### src/rtl/kdeb_pkg.sv
package kdeb_pkg;
    typedef enum logic [0:0] {
        ST_PRIMED = 1'b0,
        ST_ARMED  = 1'b1
    } kdeb_state_e;
endpackage

### src/rtl/kdeb_history.sv
module kdeb_history #(
    parameter int CODE_W = 5,
    parameter int DEPTH  = 8
) (
    input  logic              clk,
    input  logic              clr,
    input  logic              tick,
    input  logic [CODE_W-1:0] raw_code,
    output logic              agree,
    output logic [CODE_W-1:0] agreed_code
);
    localparam int IDX_W = $clog2(DEPTH);
    localparam logic [IDX_W-1:0] LAST_IDX = IDX_W'(DEPTH - 1);

    logic [CODE_W-1:0] slot [DEPTH];
    logic [IDX_W-1:0]  wr_idx;
    logic [DEPTH-1:0]  match;

    // seeded with distinct values so clear cannot look like agreement
    always_ff @(posedge clk) begin
        if (clr) begin
            for (int i = 0; i < DEPTH; i++) begin
                slot[i] <= CODE_W'(i);
            end
            wr_idx <= '0;
        end else if (tick) begin
            slot[wr_idx] <= raw_code;
            wr_idx       <= (wr_idx == LAST_IDX) ? '0 : wr_idx + 1'b1;
        end
    end

    assign match[0] = 1'b1;
    for (genvar g = 1; g < DEPTH; g++) begin : g_cmp
        assign match[g] = (slot[g] == slot[0]);
    end

    assign agree       = &match;
    assign agreed_code = slot[0];

    assert_ptr_wrap_R2: assert property (@(posedge clk) disable iff (clr)
        (tick && wr_idx == LAST_IDX) |=> (wr_idx == '0));

    assert_ptr_step_R2: assert property (@(posedge clk) disable iff (clr)
        (tick && wr_idx != LAST_IDX) |=> (wr_idx == $past(wr_idx) + 1'b1));

    assert_ptr_hold_R3: assert property (@(posedge clk) disable iff (clr)
        !tick |=> $stable(wr_idx));
endmodule

### src/rtl/kdeb_ctrl.sv
module kdeb_ctrl
    import kdeb_pkg::*;
#(
    parameter int              CODE_W    = 5,
    parameter logic [CODE_W-1:0] IDLE_CODE = '1
) (
    input  logic              clk,
    input  logic              clr,
    input  logic              agree,
    input  logic [CODE_W-1:0] agreed_code,
    output logic [CODE_W-1:0] code_out,
    output logic              key_strobe,
    output logic              none_yet
);
    kdeb_state_e state_q, state_d;
    logic        fresh;

    assign fresh = agree && (agreed_code != code_out) && (agreed_code != IDLE_CODE);

    always_comb begin
        state_d = state_q;
        unique case (state_q)
            ST_PRIMED: if (fresh) state_d = ST_ARMED;
            ST_ARMED:  state_d = ST_ARMED;
        endcase
    end

    always_ff @(posedge clk) begin
        if (clr) state_q <= ST_PRIMED;
        else     state_q <= state_d;
    end

    always_ff @(posedge clk) begin
        if (clr) begin
            code_out   <= IDLE_CODE;
            key_strobe <= 1'b0;
        end else begin
            if (agree) code_out <= agreed_code;
            key_strobe <= fresh;
        end
    end

    assign none_yet = (state_q == ST_PRIMED);

    assert_strobe_single_R5: assert property (@(posedge clk) disable iff (clr)
        key_strobe |=> !key_strobe);

    assert_strobe_not_idle_R6: assert property (@(posedge clk) disable iff (clr)
        key_strobe |-> (code_out != IDLE_CODE));

    assert_out_needs_agree_R4: assert property (@(posedge clk) disable iff (clr)
        !agree |=> $stable(code_out));

    assert_flag_after_strobe_R7: assert property (@(posedge clk) disable iff (clr)
        key_strobe |-> !none_yet);
endmodule

### src/rtl/keycode_debouncer.sv
module keycode_debouncer #(
    parameter int CODE_W = 5,
    parameter int DEPTH  = 8
) (
    input  logic              clk,
    input  logic              clr,
    input  logic              sample_tick,
    input  logic [CODE_W-1:0] raw_code,
    output logic [CODE_W-1:0] code_out,
    output logic              key_strobe,
    output logic              none_yet
);
    logic              agree;
    logic [CODE_W-1:0] agreed_code;

    kdeb_history #(.CODE_W(CODE_W), .DEPTH(DEPTH)) hist_i (
        .clk         (clk),
        .clr         (clr),
        .tick        (sample_tick),
        .raw_code    (raw_code),
        .agree       (agree),
        .agreed_code (agreed_code)
    );

    kdeb_ctrl #(.CODE_W(CODE_W), .IDLE_CODE({CODE_W{1'b1}})) ctrl_i (
        .clk         (clk),
        .clr         (clr),
        .agree       (agree),
        .agreed_code (agreed_code),
        .code_out    (code_out),
        .key_strobe  (key_strobe),
        .none_yet    (none_yet)
    );
endmodule

### config.mk
export PLATFORM = sky130hd
export DESIGN_NAME = keycode_debouncer
export DESIGN_NICKNAME = d
export VERILOG_FILES = /design/src/rtl/kdeb_pkg.sv /design/src/rtl/kdeb_history.sv /design/src/rtl/kdeb_ctrl.sv /design/src/rtl/keycode_debouncer.sv
export SDC_FILE = /design/constraint.sdc
export NUM_CORES = 1
export LEC_CHECK = 0
export ABC_AREA = 1
export BUFFER_PORTS_ARGS = -buffer_cell sky130_fd_sc_hd__buf_2
export CAP_MARGIN = 20
export CORE_ASPECT_RATIO = 0.6
export CORE_MARGIN = 2
export CORE_UTILIZATION = 25
export CTS_CLUSTER_SIZE = 30
export DETAILED_ROUTE_END_ITERATION = 12
export PLACE_DENSITY = 0.49
export SLEW_MARGIN = 20
export SYNTH_ARGS = -nofsm -noshare
export SYNTH_HDL_FRONTEND = slang
export SYNTH_SLANG_ARGS = --single-unit
### constraint.sdc
create_clock -name clk -period 2.45 [get_ports clk]
set_clock_uncertainty 0.05 [all_clocks]
set_input_delay 0.3675 -clock clk [delete_from_list [all_inputs] [get_ports clk]]
set_output_delay 0.3675 -clock clk [all_outputs]
set_load 0.01 [all_outputs]
==> results of run 1 <==
critical path: stages, from the launching register on:
cell and delay [ns]:
edfxtp_1 0.75, xnor2_1 0.18, nand2_1 0.11, nor2_2 0.13, nand2_2 0.11, nor2_8 0.16, nand3_4 0.12, nand2_1 0.09
nand3_1 0.07
cell families (layout without fill, tap and decap cells):
group,count (synthesis),after routing
and+or+nand+nor,142,142
buffers and inverters,35,52
DFF,50,50
AOI/OAI and AO/OA,11,11
adders and majority gates,2,2
xor gates and xnor gates,23,23
through the flow:
step	area [um2]	util	hold WS, ns	setup slack, ns
2_1_floorplan	2490	-	0.383	0.968
3_3_place_gp	2690	0.275	0.399	0.524
3_5_place_dp	2690	0.275	0.397	0.473
4_1_cts	2850	0.291	0.303	0.462
5_1_grt	2850	0.291	0.333	0.389
6_report	2850	0.291	0.310	0.536
power by group through the flow:
stage | Clock (mW) | Sequential (mW) | Combinational, mW
after floorplan | 0 | 0.976 | 0.135
after global placement | 0 | 1.01 | 0.147
after detailed placement | 0 | 1.01 | 0.145
after CTS | 0.798 | 0.991 | 0.146
after global routing | 0.843 | 0.993 | 0.164
final | 0.789 | 0.989 | 0.145
per-layer routing:
layer | vias up | global-route usage | wire length (um)
met5 | - | 0 | 0
met1 | 795 | 0.180 | 3120
met2 | 41 | 0.144 | 2110
met4 | 0 | 0.0355 | 62
met3 | 8 | 0.0368 | 486
li1 | 875 | - | -
worst max-delay path by stage:
stage	from	end	depth (start not counted)
floorplan	sample_tick	hist_i.slot[6][0]$_SDFFCE_PN0P_	8
global placement	hist_i.slot[0][0]$_SDFFCE_PN0P_	ctrl_i.code_out[4]$_SDFFE_PP1P_	8
detailed placement	hist_i.slot[0][0]$_SDFFCE_PN0P_	ctrl_i.code_out[0]$_SDFFE_PP1P_	8
CTS	hist_i.slot[0][0]$_SDFFCE_PN0P_	ctrl_i.code_out[0]$_SDFFE_PP1P_	8
global route	hist_i.slot[0][0]$_SDFFCE_PN0P_	ctrl_i.code_out[0]$_SDFFE_PP1P_	8
finish	hist_i.slot[0][0]$_SDFFCE_PN0P_	ctrl_i.code_out[0]$_SDFFE_PP1P_	8
layout by cell type, fill, tap and decap left out, types with 6 or more instances in the layout:
| master | n |
|---|---|
| inv_2 | 15 |
| nand4_1 | 6 |
| dfxtp_1 | 10 |
| nand3_1 | 11 |
| nor2_1 | 50 |
| inv_1 | 14 |
| edfxtp_1 | 40 |
| xnor2_1 | 21 |
| nand2_1 | 64 |
| buf_2 | 14 |
final cells by class:
class	instances	area (um2)
inverters	29	109
clock buffers	7	133
repair buffers	15	77.6
clock inverters	1	30.0
well taps	135	169
fillers	1040	6930
multi-input cells	178	928
flip-flops and latches	50	1400
registers in the layout, indices dropped and copies added, names as in the netlist:
signal,flops
ctrl_i.state_q,1
hist_i.slot,40
ctrl_i.key_strobe,1
hist_i.wr_idx,3
ctrl_i.code_out,5
==> impl_metrics.json, run 1 <==
{
  "yosys.area_share.simple": 0.256,
  "n_antenna_cell": 0,
  "fp.dieW_um": 133,
  "critPathKind": "reg2reg",
  "synth_compound_area_frac": 0.0256,
  "synth-edff-count": 40,
  "max_cap_viol_count": 0,
  "antenna_found_initial": 0,
  "dr.pass1.iters": 4,
  "p_sw_frac": 0.230,
  "maxSlewViolCount": 0,
  "htree_levels": 2,
  "combPwrFrac": 0.075,
  "reg2reg_slack_ns": 0.54,
  "synth_top_family_by_area": "simple AND/OR/NAND/NOR gates",
  "synth_mux_area_frac": 0,
  "viasPerCell": 4.14,
  "pin_count": 15,
  "synthToLayoutAreaGrowth_pct": 14.1,
  "switchingPower_mw": 0.443,
  "clock-sinks": 50,
  "synthFlopType": "edfxtp_1",
  "synth_commonest_cells": "nand2_1 (64), nor2_1 (50), edfxtp_1 (40)",
  "worst-endpoint-required_ns": 2.55,
  "layout-drive-gt1-share": 0.161,
  "timing.rr.start": "hist_i.slot[0][0]$_SDFFCE_PN0P_",
  "p_total_mw": 1.92,
  "whs_endpoint": "hist_i.wr_idx[2]$_SDFFE_PP0P_",
  "drtAntennaViolNets": 0,
  "synth_area_leader_cell": "edfxtp_1",
  "fin_nets": 289,
  "finalWirelength_um": 5780,
  "setup_tns_ns": 0,
  "internal_power_mw": 1.48,
  "ys_ff_latch": 50,
  "grt_max_degree": 18,
  "async_flop_share": 0,
  "die_y_um": 81.4,
  "hold_class": "in2reg",
  "reg2reg_to": "ctrl_i.code_out[0]$_SDFFE_PP1P_",
  "stdcell_count": 415,
  "core-area_mm2": 0.00977,
  "place_inst": 407,
  "synth_top_cell_area_share": 0.481,
  "seq_area_frac_synth": 0.562,
  "start_util": 0.255,
  "cts_buffers": 5,
  "setup_viol": 0,
  "start_kind": "flip-flop",
  "clk_latency_ns": 0.30,
  "synth_top_cells_by_area": "edfxtp_1 (48%), nand2_1 (9.6%), dfxtp_1 (8.0%)",
  "ir_drop_uv": 260,
  "hpwl_um": 4340,
  "clk_transition_reported_paths_ns": 0.07,
  "worst_pin_slew_ns": 0.653,
  "post_cts_buffers": 0,
  "cts_tree": "done",
  "min_period_ns": 1.91,
  "remaining_drc_errors": 0,
  "drt-initial-drc-count": 185,
  "place.gp.congestion": 0.799,
  "place.port_buffers": 14,
  "grt_pass1_vias": 1557,
  "seqPwrFrac": 0.514,
  "cp.arrival_ns": 2.02,
  "path_max_fanout": 10,
  "synth.distinct_cells": 25,
  "rsz0062_at_grt": "false",
  "synth_xor_area_frac": 0.0807,
  "synthCells": 263,
  "netlist_area_mm2": 0.00249,
  "dieArea_mm2": 0.0108,
  "status": "finished clean",
  "cts_hold_buf": 0,
  "fmax_mhz": 522,
  "root_buffer": "clkbuf_16",
  "hold_path_startpoint": "sample_tick",
  "power_density_mw_per_mm2": 675,
  "finalCritPeriodShare": 0.781,
  "synth.most_common_cell": "nand2_1",
  "synth_fa_ha_area_frac": 0.0100,
  "grt_overflow_total": 0,
  "grt_first_pass_wirelength_um": 9000,
  "reg2reg_depth": 8,
  "wl_per_cell_um": 13.9,
  "cp-end-kind": "flip-flop",
  "p_leak_nw": 1.12,
  "row_count": 28,
  "finalHoldViolations": 0,
  "clkPwrFrac": 0.410,
  "synth.avg_cell_area_um2": 9.49,
  "synth_warnings": 0,
  "syn_nets": 273,
  "via_count": 1719,
  "slew_headroom": 0.564,
  "hold_depth": 3,
  "grtUsageTotal": 0.115,
  "cts_buffer_depth": 2,
  "cts_resized": 0
}
Power figures use the tool's default switching activity.
==> run 2: changes to the inputs <==
--- a/config.mk
+++ b/config.mk
@@ -5,7 +5,7 @@
 export SDC_FILE = /design/constraint.sdc
 export NUM_CORES = 1
 export LEC_CHECK = 0
-export ABC_AREA = 1
+export ABC_AREA = 0
 export BUFFER_PORTS_ARGS = -buffer_cell sky130_fd_sc_hd__buf_2
 export CAP_MARGIN = 20
 export CORE_ASPECT_RATIO = 0.6
==> constraint.sdc (replaced) <==
create_clock -name clk -period 1.8 [get_ports clk]
set_clock_uncertainty 0.05 [all_clocks]
set_input_delay 0.27 -clock clk [delete_from_list [all_inputs] [get_ports clk]]
set_output_delay 0.27 -clock clk [all_outputs]
set_load 0.01 [all_outputs]
==> impl_metrics.json, run 2 <==
{
  "status": "finished, violations left",
  "violations": "negative setup slack",
  "internal_power_mw": 1.86,
  "netlist_area_mm2": 0.00230,
  "via_count": 1530,
  "die_y_um": 78.3,
  "crit_buf_inv": 0,
  "drt-initial-drc-count": 129,
  "start_util": 0.254,
  "p_sw_frac": 0.225,
  "start_kind": "flip-flop",
  "layout_common_cells": "edfxtp_1 (40), and2_1 (28), nor2_1 (22), buf_4 (20), buf_2 (14)",
  "clkPwrFrac": 0.384,
  "syn_nets": 200,
  "layout_commonest_cell": "edfxtp_1",
  "synth-edff-count": 40,
  "power_density_mw_per_mm2": 867,
  "root_buffer": "clkbuf_16",
  "row_count": 27,
  "critPathTopFamily": "simple AND/OR/NAND/NOR gates",
  "synth.avg_cell_area_um2": 12.1,
  "synth_warnings": 0,
  "maxSlewViolCount": 0,
  "viasPerCell": 4.50,
  "finalHoldViolations": 0,
  "crit_path_max_incr_delay_ns": 0.52,
  "seqPwrFrac": 0.542,
  "n_antenna_cell": 0,
  "synthToLayoutAreaGrowth_pct": 20.6,
  "combPwrFrac": 0.074,
  "grt_max_degree": 20,
  "largest_reg_flops": 40,
  "cp.arrival_ns": 2.43,
  "synthFlopType": "edfxtp_1",
  "ir_drop_uv": 398,
  "core-area_mm2": 0.00905,
  "fin_nets": 233,
  "fmax_mhz": 440,
  "wl_per_cell_um": 16.8,
  "grtUsageTotal": 0.125,
  "synthCells": 190,
  "p_leak_nw": 1.01,
  "top_regs": "hist_i.slot x40, ctrl_i.code_out x5, hist_i.wr_idx x3",
  "setup_viol": 7,
  "cts_buffer_depth": 2,
  "crit_slowest_cell": "or4_1",
  "synth_commonest_cells": "edfxtp_1 (40), and2_1 (28), nor2_1 (22)",
  "min_period_ns": 2.28,
  "dr.pass1.iters": 4,
  "seq_area_frac_synth": 0.609,
  "layout_setup_ws_ns": -0.475,
  "grt_overflow_total": 0,
  "worst-endpoint-required_ns": 1.96,
  "stdcell_count": 340,
  "async_flop_share": 0,
  "finalCritPeriodShare": 1.26,
  "synth.distinct_cells": 34,
  "synth_top_cell_area_share": 0.522,
  "grt_pass1_vias": 1581,
  "n_fill_cell": 942,
  "cts_buffers": 5,
  "layout-drive-gt1-share": 0.232,
  "max_cap_viol_count": 0,
  "cts_tree": "done",
  "switchingPower_mw": 0.542,
  "synth_top_cells_by_area": "edfxtp_1 (52%), dfxtp_1 (8.7%), and2_1 (7.6%)",
  "drtAntennaViolNets": 0,
  "path_max_fanout": 7,
  "clk_transition_reported_paths_ns": 0.07,
  "synth.most_common_cell": "edfxtp_1",
  "clock-sinks": 50,
  "slew_headroom": 0.772,
  "finalWirelength_um": 5710,
  "antenna_found_initial": 0,
  "htree_levels": 2,
  "postLayoutCoreUtil": 0.306,
  "hpwl_um": 4430,
  "rsz0062_at_grt": "true",
  "ys_ff_latch": 50,
  "hold_class": "in2reg",
  "place_inst": 333,
  "place.port_buffers": 14,
  "dieArea_mm2": 0.0100,
  "regArea_mm2": 0.00140,
  "synth_area_leader_cell": "edfxtp_1",
  "fp.dieW_um": 128,
  "cp_cell_sequence": "or4_1 -> a222oi_1 -> nand4_1 -> or4_4 -> o32ai_2",
  "worst_pin_slew_ns": 0.332,
  "place.gp.congestion": 0.782,
  "pin_count": 15,
  "critPathKind": "reg2reg",
  "clk_latency_ns": 0.29,
  "regMostFlops": "hist_i.slot",
  "remaining_drc_errors": 0,
  "multiInputGateArea_um2": 861,
  "grt_first_pass_wirelength_um": 9120,
  "cp-end-kind": "flip-flop"
}
run 2: changes by cell type in the layout (fill, tap and decap cells not counted), sizes merged, moves of 6 or more:
cell	delta
or2	+8
or4	+8
buf	+19
nand3	-9
o21ai	-6
mux2i	+12
inv	-27
xnor2	-17
and2	+28
or3	+12
nand2	-64
nor2	-32
run 2: power by group through the flow:
stage	registers (mW)	logic, mW	clock network [mW]
global route	1.31	0.196	1.01
finish	1.30	0.177	0.924
detailed placement	1.33	0.178	0
floorplan	1.32	0.0875	0
CTS	1.30	0.179	0.944
global placement	1.33	0.176	0
run 2: tightest hold or removal path, cell delays in order:
cell,delay [ns]
buf_2,0.14
mux2i_1,0.08
nor2_1,0.07
run 2: layout make-up:
class | instances | area share
Clock buffer | 6 | 0.0465
Clock inverter | 2 | 0.00361
Inverter | 2 | 0.00271
Multi-Input combinational cell | 130 | 0.310
Sequential cell | 50 | 0.505
Tap cell | 116 | 0.0523
Timing Repair Buffer | 34 | 0.0794
run 2: cell families after synthesis:
family                     share of synthesized area
xor gates and xnor gates                      0.0228
buffers and inverters                         0.0196
AOI/OAI and AO/OA                             0.0218
muxes                                         0.0522
and+or+nand+nor                                0.264
adders and majority gates                     0.0109
DFF                                            0.609
run 2: final timing paths:
path	from	endpoint	slack (ns)	depth (start not counted)
max	hist_i.slot[7][4]$_SDFFCE_PN0P_	ctrl_i.state_q$_SDFF_PP0_	-0.48	5
min	sample_tick	hist_i.wr_idx[2]$_SDFFE_PP0P_	0.26	3
max reg2reg	hist_i.slot[7][4]$_SDFFCE_PN0P_	ctrl_i.state_q$_SDFF_PP0_	-0.48	5
min reg2reg	ctrl_i.state_q$_SDFF_PP0_	ctrl_i.state_q$_SDFF_PP0_	0.47	2
run 2: what timing repair did:
action | 4_1_cts | 5_1_grt
gates cloned | 0 | 0
pin swaps | 4 | 3
setup buffers | 0 | 0
hold buffers | 0 | 0
gates resized for setup | 3 | 0
setup endpoints to repair | 7 | 7
run 2: per-layer routing:
layer,vias up,global-route usage,routed length (um)
met1,739,0.207,3260
met2,28,0.159,2100
met4,0,0.0198,23
li1,759,-,-
met5,-,0,0
met3,4,0.0334,321
run 2: through the flow:
stage	setup TNS (ns)	cell area (um2)	hold WS (ns)	setup WS (ns)	power (mW)
CTS	-3.26	2790	0.260	-0.542	2.43
global placement	-3.57	2640	0.444	-0.568	1.51
finish	-2.82	2770	0.258	-0.475	2.41
global route	-3.55	2770	0.300	-0.570	2.51
floorplan	-2.65	2300	0.372	-0.448	1.41
detailed placement	-3.59	2640	0.464	-0.585	1.51
